File: config.mk
export PLATFORM = sky130hd
export DESIGN_NAME = acc_alu
export DESIGN_NICKNAME = d
export VERILOG_FILES = /design/src/rtl/acc_alu_pkg.sv /design/src/rtl/acc_alu_logic.sv /design/src/rtl/acc_alu_arith.sv /design/src/rtl/acc_alu_shift.sv /design/src/rtl/acc_alu.sv
export SDC_FILE = /design/constraint.sdc
export NUM_CORES = 1
export LEC_CHECK = 0
export BUFFER_PORTS_ARGS = -buffer_cell sky130_fd_sc_hd__buf_2
export CAP_MARGIN = 25
export CORE_MARGIN = 2
export CORE_UTILIZATION = 45
export CTS_CLUSTER_DIAMETER = 40
export CTS_CLUSTER_SIZE = 10
export DETAILED_ROUTE_END_ITERATION = 10
export GPL_ROUTABILITY_DRIVEN = 0
export PLACE_DENSITY = 0.71
export SYNTH_ARGS = -nofsm -noshare
export SYNTH_HDL_FRONTEND = slang
export SYNTH_SLANG_ARGS = --single-unit
export TNS_END_PERCENT = 5
File: constraint.sdc
create_clock -name clk -period 0.8 [get_ports clk]
set_input_delay 0.04 -clock clk [delete_from_list [all_inputs] [get_ports clk]]
set_output_delay 0.04 -clock clk [all_outputs]
set_load 0.05 [all_outputs]
File: src/rtl/acc_alu_pkg.sv
package acc_alu_pkg;
  typedef enum logic [3:0] {
    OP_LDM  = 4'd0,
    OP_OR   = 4'd1,
    OP_AND  = 4'd2,
    OP_XOR  = 4'd3,
    OP_ADD  = 4'd4,
    OP_ADC  = 4'd5,
    OP_SUBM = 4'd6,
    OP_SUBA = 4'd7,
    OP_SBBM = 4'd8,
    OP_SBBA = 4'd9,
    OP_SHR  = 4'd10,
    OP_SHL  = 4'd11,
    OP_ROR  = 4'd12,
    OP_ROL  = 4'd13,
    OP_RSV0 = 4'd14,
    OP_RSV1 = 4'd15
  } alu_op_e;
endpackage

File: src/rtl/acc_alu_logic.sv
module acc_alu_logic #(
  parameter int W = 8
) (
  input  logic [1:0]   sel,
  input  logic [W-1:0] acc,
  input  logic [W-1:0] mem,
  output logic [W-1:0] y
);
  always_comb begin
    unique case (sel)
      2'd0:    y = mem;
      2'd1:    y = mem | acc;
      2'd2:    y = mem & acc;
      default: y = mem ^ acc;
    endcase
  end
endmodule

File: src/rtl/acc_alu_arith.sv
module acc_alu_arith #(
  parameter int W = 8
) (
  input  logic [W-1:0] lhs,
  input  logic [W-1:0] rhs,
  input  logic         inv,
  input  logic         cin,
  output logic [W-1:0] sum,
  output logic         cout
);
  localparam int SW = W + 1;
  logic [W-1:0]  rhs_eff;
  logic [SW-1:0] total;

  always_comb begin
    rhs_eff = inv ? ~rhs : rhs;
    total   = {1'b0, lhs} + {1'b0, rhs_eff} + {{W{1'b0}}, cin};
    sum     = total[W-1:0];
    cout    = total[W];
  end
endmodule

File: src/rtl/acc_alu_shift.sv
module acc_alu_shift #(
  parameter int W = 8
) (
  input  logic [W-1:0] acc,
  input  logic         cy,
  input  logic         left,
  input  logic         ring,
  output logic [W-1:0] y,
  output logic         cout
);
  logic fill;

  always_comb begin
    fill = ring & cy;
    if (left) begin
      y    = {acc[W-2:0], fill};
      cout = acc[W-1];
    end else begin
      y    = {fill, acc[W-1:1]};
      cout = acc[0];
    end
  end
endmodule

File: src/rtl/acc_alu.sv
module acc_alu
  import acc_alu_pkg::*;
#(
  parameter int W       = 8,
  parameter bit REG_OUT = 1'b1
) (
  input  logic         clk,
  input  logic         rst_n,
  input  logic         en,
  input  logic [3:0]   op,
  input  logic [W-1:0] acc_in,
  input  logic [W-1:0] mem_in,
  input  logic         cy_in,
  output logic [W-1:0] acc_out,
  output logic         cy_out
);
  localparam int SYNC_STAGES = 2;

  alu_op_e      op_e;
  logic [SYNC_STAGES-1:0] rst_pipe;
  logic         rst_sync;
  logic [W-1:0] lg_y, ar_sum, sh_y, ar_lhs, ar_rhs;
  logic         ar_inv, ar_cin, ar_cout, sh_cout;
  logic [W-1:0] nxt_acc;
  logic         nxt_cy;

  assign op_e = alu_op_e'(op);

  // reset: asserted asynchronously, released after SYNC_STAGES edges
  always_ff @(posedge clk or negedge rst_n) begin
    if (!rst_n) rst_pipe <= '0;
    else        rst_pipe <= {rst_pipe[SYNC_STAGES-2:0], 1'b1};
  end
  assign rst_sync = rst_pipe[SYNC_STAGES-1];

  // arithmetic operand steering
  always_comb begin
    ar_lhs = acc_in;
    ar_rhs = mem_in;
    ar_inv = 1'b0;
    ar_cin = 1'b0;
    unique case (op_e)
      OP_ADC:  ar_cin = cy_in;
      OP_SUBM: begin ar_lhs = mem_in; ar_rhs = acc_in; ar_inv = 1'b1; ar_cin = 1'b1;  end
      OP_SUBA: begin ar_inv = 1'b1; ar_cin = 1'b1;  end
      OP_SBBM: begin ar_lhs = mem_in; ar_rhs = acc_in; ar_inv = 1'b1; ar_cin = cy_in; end
      OP_SBBA: begin ar_inv = 1'b1; ar_cin = cy_in; end
      default: ;
    endcase
  end

  acc_alu_logic #(.W(W)) u_logic (
    .sel(op[1:0]), .acc(acc_in), .mem(mem_in), .y(lg_y)
  );

  acc_alu_arith #(.W(W)) u_arith (
    .lhs(ar_lhs), .rhs(ar_rhs), .inv(ar_inv), .cin(ar_cin),
    .sum(ar_sum), .cout(ar_cout)
  );

  acc_alu_shift #(.W(W)) u_shift (
    .acc(acc_in), .cy(cy_in), .left(op[0]), .ring(op[3] & op[2]),
    .y(sh_y), .cout(sh_cout)
  );

  // result select
  always_comb begin
    nxt_acc = acc_in;
    nxt_cy  = cy_in;
    unique case (op_e)
      OP_LDM, OP_OR, OP_AND, OP_XOR: nxt_acc = lg_y;
      OP_ADD, OP_ADC, OP_SUBM, OP_SUBA, OP_SBBM, OP_SBBA: begin
        nxt_acc = ar_sum;
        nxt_cy  = ar_cout;
      end
      OP_SHR, OP_SHL, OP_ROR, OP_ROL: begin
        nxt_acc = sh_y;
        nxt_cy  = sh_cout;
      end
      default: ;
    endcase
  end

  generate
    if (REG_OUT) begin : g_reg
      logic [W-1:0] acc_q;
      logic         cy_q;
      always_ff @(posedge clk or negedge rst_sync) begin
        if (!rst_sync) begin
          acc_q <= '0;
          cy_q  <= 1'b0;
        end else if (en) begin
          acc_q <= nxt_acc;
          cy_q  <= nxt_cy;
        end
      end
      assign acc_out = acc_q;
      assign cy_out  = cy_q;


      reg_capture_chk: assert property (@(posedge clk) disable iff (!rst_sync)
        en |=> (acc_out == $past(nxt_acc)) && (cy_out == $past(nxt_cy)));

      reg_hold_chk: assert property (@(posedge clk) disable iff (!rst_sync)
        !en |=> $stable(acc_out) && $stable(cy_out));

      reset_zero_chk: assert property (@(posedge clk)
        !rst_sync |-> (acc_out == '0) && !cy_out);
    end else begin : g_comb
      assign acc_out = nxt_acc;
      assign cy_out  = nxt_cy;
    end
  endgenerate


  logic_carry_hold_chk: assert property (@(posedge clk) disable iff (!rst_sync)
    (op < 4'd4) |-> (nxt_cy == cy_in));

  add_sum_chk: assert property (@(posedge clk) disable iff (!rst_sync)
    (op == 4'd4) |-> ({nxt_cy, nxt_acc} == ({1'b0, acc_in} + {1'b0, mem_in})));

  sub_noborrow_chk: assert property (@(posedge clk) disable iff (!rst_sync)
    (op == 4'd7) |-> (nxt_cy == (acc_in >= mem_in)) && (nxt_acc == W'(acc_in - mem_in)));

  shr_fill_chk: assert property (@(posedge clk) disable iff (!rst_sync)
    (op == 4'd10) |-> !nxt_acc[W-1] && (nxt_cy == acc_in[0]));

  rol_carry_chk: assert property (@(posedge clk) disable iff (!rst_sync)
    (op == 4'd13) |-> (nxt_acc[0] == cy_in) && (nxt_cy == acc_in[W-1]));

  pass_through_chk: assert property (@(posedge clk) disable iff (!rst_sync)
    (op >= 4'd14) |-> (nxt_acc == acc_in) && (nxt_cy == cy_in));
endmodule

==> metrics.txt, run 1 <==
Tightest Hold Check Type=in2async; layout cells sized above 1=0.410; Post-synth EDFFs=0; Synth area leaders=ha_1 15%, dfrtp_1 14%, o21ai_0 8.1%; Final Power=3.58 mW; Most used DFF post-synth=dfrtp_1; DRC=0; worst-path fanout max=8; CTS tree=built; setup ws final=-1.49 ns; sequential area share after synthesis=0.144; core area=4030 sq um; Syn Std Cell Area=1910 sq um; Tot GR Track Use=0.259; P&R area growth vs syn=52.9%; Fillers=308; Worst VDD drop=0.519 mV; GR Overflow Total=0; via count=2271; leak pwr=1.45 nW; Num Clock Sinks=11; nets=404; number of max-cap violations=0; drt first-iter violations=182; antenna-violating nets left=0; Die Area=4770 sq um; Mapped Cells=252; clock skew=0.00281 ns; Power Density=1230 nW/um^2; number of placement rows=23; most frequent cell after synthesis=o21ai_0; Syn Area/Cell=7.57 sq um; Period minus WS final=2.29 ns; endpoints failing hold=0; critical path required time=0.93 ns; CP Class=in2reg; synth cell count leaders=31 x o21ai_0, 30 x nand2_1, 26 x inv_1, 23 x ha_1, 19 x nor2_1; initial antenna violation count=0; nature of the critical path startpoint=input port; # setup viols final=18; CTS max path bufs=2; clk slew on worst S/H paths=0.05 ns; CP arrival=2.42 ns; via-per-instance ratio=5.62; vias in the first global route=2227; I/O pins=33; Worst-Margin Slew=0.515 ns; worst skew pair latency=0.25 ns; failing checks=setup timing; Starting Density=0.473; fraction of registers with async set/reset=1.00; H-tree depth=1; Max Clk Rate=0.436 GHz; distinct cell type count of the synthesized netlist=49; CP endpoint kind=flop; status=finished with violations; unrepaired setup endpoints after global routing=yes; Synth Warn #=0; Synth top area share=0.151; Port Buffers=32; # diodes=0; syn nets=301; Max Slew Vio Count=0; leading area contributor after synthesis=ha_1; Tcrit/Tclk final=2.87; Die Y=69.1 um; dpl hpwl=4700 um; Initial DRT Pass Iterations=6; root buf cell=clkbuf_8; Num CTS Buffers=3; final core occ=0.724; hold_ws=0.105 ns; largest net degree at the start of global routing=22; Die W=69.1 um; final WL=6040 um; Synth Register Bits=11; worst slack, placed=-1.90 ns; WL per Instance=14.9 um; Slew headroom=0.656; first-pass GRT wire length=10200 um
where the power goes:
part	leakage (nW)	internal [mW]	total, mW	switching (mW)
logic	1.30	1.10	2.30	1.20
clock network	0.0228	0.351	0.570	0.220
registers	0.127	0.644	0.713	0.0689
metal layers:
layer	track usage	part of all wire	vias to the layer above
li1	-	-	1093
met1	0.336	0.42	1057
met2	0.446	0.51	106
met3	0.0278	0.061	15
met4	0.0915	0.016	0
met5	0	0	-
final timing paths:
kind | startpoint | to | slack (ns) | cells after the start
hold / removal | rst_n | rst_pipe[1] | 0.10 | 2
setup / recovery | op[2] | acc_out[7] | -1.49 | 12
hold reg to reg | rst_pipe[1] | acc_out[7] | 0.15 | 0
max in group asynchronous | rst_pipe[1] | acc_out[1] | 0.38 | 0
min in group clk | en | acc_out[6] | 0.19 | 3
setup reg to reg | acc_out[5] | acc_out[5] | -0.27 | 5
cell families (layout without fill, tap and decap cells):
kind of cell               count (synthesis)  after routing  share of synthesized area
buffers and inverters                     40            142                     0.0905
adders and majority gates                 26             26                      0.177
xor gates and xnor gates                   3              3                     0.0138
DFF                                       11             11                      0.144
muxes                                     14             14                      0.116
AOI/OAI and AO/OA                         83             83                      0.274
other                                      1              1                    0.00197
and+or+nand+nor                           74             74                      0.182
final cells by class:
class | instances | area, sq um | share of cell area
Inverter | 26 | 97.6 | 0.0335
Tap cell | 50 | 62.6 | 0.0215
Clock buffer | 4 | 45.0 | 0.0155
Sequential cell | 11 | 275 | 0.0944
Timing Repair Buffer | 112 | 866 | 0.297
Multi-Input combinational cell | 201 | 1570 | 0.538
worst max-delay path, stage by stage:
cell      delay (ns)
buf_6           0.10
nor2b_2         0.17
a21oi_4         0.21
buf_6           0.16
o21ai_2         0.07
fa_2            0.38
buf_6           0.14
a211oi_4        0.24
nor3_1          0.08
a211oi_2        0.24
mux2_4          0.33
a221o_1         0.27
state kept, by name (all words and copies together), names as in the netlist:
register  count
acc_out       8
cy_out        1
rst_pipe      2
layout by cell type (no fill, tap or decap), drive strengths merged, types with 2 or more instances in the layout:
cell type    n
nand3        2
nor3         2
nor2b        6
o211ai       2
mux4         6
nor2        20
a21o         5
dfrtp       11
a21oi       15
fa           2
nand2b       4
inv         26
nor3b        3
o21ai       32
o31ai        2
mux2i        6
o2bb2ai      2
o21bai       2
clkbuf       4
a221oi       3
nand2       30
a22oi        2
a211oi       7
xnor2        3
ha          23
a31oi        3
buf        111
mux2         2
or2          3
timing repair:
item	4_1_cts	5_1_grt
hold buffers	1	0
endpoints found under the hold margin	2	0
gates resized for setup	39	8
setup buffers	3	3
endpoints found under the setup margin	18	18
pin swaps	19	10
through the flow:
stage | instance area [sq um] | std cells | TNS, ns
floorplan | 1950 | 252 | -13.33
global placement | 2650 | 393 | -14.53
detailed placement | 2650 | 393 | -15.23
CTS | 2860 | 401 | -11.61
global route | 2920 | 404 | -13.10
finish | 2920 | 404 | -12.07
Power figures use the tool's default switching activity.
==> run 2: changes to the inputs <==
--- a/config.mk
+++ b/config.mk
@@ -14,6 +14,7 @@
 export DETAILED_ROUTE_END_ITERATION = 10
 export GPL_ROUTABILITY_DRIVEN = 0
 export PLACE_DENSITY = 0.71
+export SKIP_CTS_REPAIR_TIMING = 1
 export SYNTH_ARGS = -nofsm -noshare
 export SYNTH_HDL_FRONTEND = slang
 export SYNTH_SLANG_ARGS = --single-unit
==> metrics.txt, run 2 (synthesis results as in run 1) <==
clk slew on worst S/H paths=0.05 ns (about the same); slowest stage delay, CP=0.33 ns (-0.05 ns); worst-path cell with the longest stage delay=mux2_4; endpoints failing hold=0 (unchanged); I/O pins=33 (unchanged); P&R area growth vs syn=54.2%; clock skew=0.00215 ns (-0.000665 ns); failing checks=setup timing; final WL=6200 um (+2.6%); worst slack, placed=-1.90 ns (unchanged); Fillers=304 (-1.3%); root buf cell=clkbuf_8; CP endpoint kind=flop; via-per-instance ratio=5.60 (-0.44%); Sw Pwr=1.52 mW (+2.1%); Slew headroom=0.667 (+0.0111); Initial DRT Pass Iterations=6 (unchanged); setup TNS=-12.70 ns (-0.634 ns); CP arrival=2.48 ns (+0.06 ns); critical path required time=0.93 ns (about the same); Tightest Hold Check Type=in2async; dpl cells=393 (unchanged); setup ws final=-1.56 ns (-0.0637 ns); status=finished with violations; Num Clock Sinks=11 (unchanged); antenna-violating nets left=0 (unchanged); number of max-cap violations=0 (unchanged); initial antenna violation count=0 (unchanged); # diodes=0 (unchanged); worst-path fanout max=4 (-4); commonest non-fill, non-tap cell in the layout=buf_4; vias in the first global route=2065 (-7.3%); non-filler instance count after layout=404 (unchanged); clock share of power=0.158 (about the same); DP Area=2650 sq um (unchanged); Starting Density=0.473 (unchanged); Die Area=4770 sq um (unchanged); nets=404 (unchanged); CP Cell Sequence=buf_8 -> nor3b_4 -> a21oi_4 -> nor2_4 -> buf_6 -> mux2i_2 -> inv_1 -> ha_4 -> a211oi_4 -> nor3_2 -> a211oi_2 -> mux2_4 -> a221o_1; R2R setup slack=-0.28 ns (about the same); CP Class=in2reg; final instance area=2940 sq um (+0.86%); Period minus WS final=2.36 ns (+0.0637 ns); number of placement rows=23 (unchanged); GR Overflow Total=0 (unchanged); Worst VDD drop=0.545 mV (+5.0%); nature of the critical path startpoint=input port; drt first-iter violations=125 (-31%); delay-heaviest family, CP=compound AO/OA/AOI/OAI gates; leak pwr=1.46 nW (+0.47%); Port Buffers=32 (unchanged); largest net degree at the start of global routing=22 (unchanged); layout cells sized above 1=0.421 (+0.0113); WP buf/inv=3 (unchanged); DRC=0 (unchanged); area of the multi-input gates=1590 sq um (+1.4%); WL per Instance=15.3 um (+2.6%); Tcrit/Tclk final=2.95 (+0.0796); Switching Share=0.418 (+0.00277); Pint=2.11 mW (+0.94%); worst skew pair latency=0.25 ns (about the same); # setup viols final=18 (unchanged); Final Power=3.63 mW (+1.4%); Tot GR Track Use=0.240 (-0.0193); H-tree depth=1 (unchanged); first-pass GRT wire length=9470 um (-7.4%); Worst-Margin Slew=0.498 ns (-0.0166 ns); via count=2261 (-0.44%); Power Density=1230 nW/um^2 (+0.55%); Seq pwr share=0.196 (-0.003); CTS max path bufs=2 (unchanged); Die W=69.1 um (unchanged); hold_ws=0.106 ns (+0.00114 ns); dpl hpwl=4700 um (unchanged); final core occ=0.730 (+0.00621); Die Y=69.1 um (unchanged); Comb pwr share=0.646 (+0.004); FF/Latch Area=275 sq um (unchanged); most frequent cells in the layout=74 x buf_4, 29 x nand2_1, 25 x inv_1; Max Slew Vio Count=0 (unchanged); Largest register FFs=8 (unchanged); core area=4030 sq um (unchanged); CTS tree=built; unrepaired setup endpoints after global routing=yes; Max Clk Rate=0.424 GHz (-2.7%); Num CTS Buffers=3 (unchanged)
run 2: area by class of cell:
cell class	count	share of cell area
clock buffers	4	0.0153
flip-flops and latches	11	0.0936
multi-input cells	201	0.541
repair buffers	112	0.296
well taps	50	0.0213
inverters	26	0.0332
run 2: final timing paths:
kind,from,endpoint,cells after the start
worst min-delay path,rst_n,rst_pipe[1],2
min in group clk,en,acc_out[6],3
worst max-delay path,op[1],acc_out[7],13
worst max register to register,acc_out[5],acc_out[5],5
worst min register to register,rst_pipe[1],acc_out[4],0
max in group asynchronous,rst_pipe[1],acc_out[5],0
run 2: power groups by stage:
stage	registers [mW]	clock network [mW]	logic [mW]
after CTS	0.697	0.584	1.99
final	0.712	0.573	2.35
after global placement	0.700	0	1.93
after global routing	0.727	0.611	2.52
after floorplan	0.987	0	0.914
after detailed placement	0.706	0	1.98
run 2: routing by layer:
| layer | track usage | share of wire |
|---|---|---|
| met5 | 0 | 0 |
| met4 | 0.0610 | 0.020 |
| met3 | 0.0190 | 0.065 |
| met2 | 0.411 | 0.50 |
| met1 | 0.326 | 0.41 |
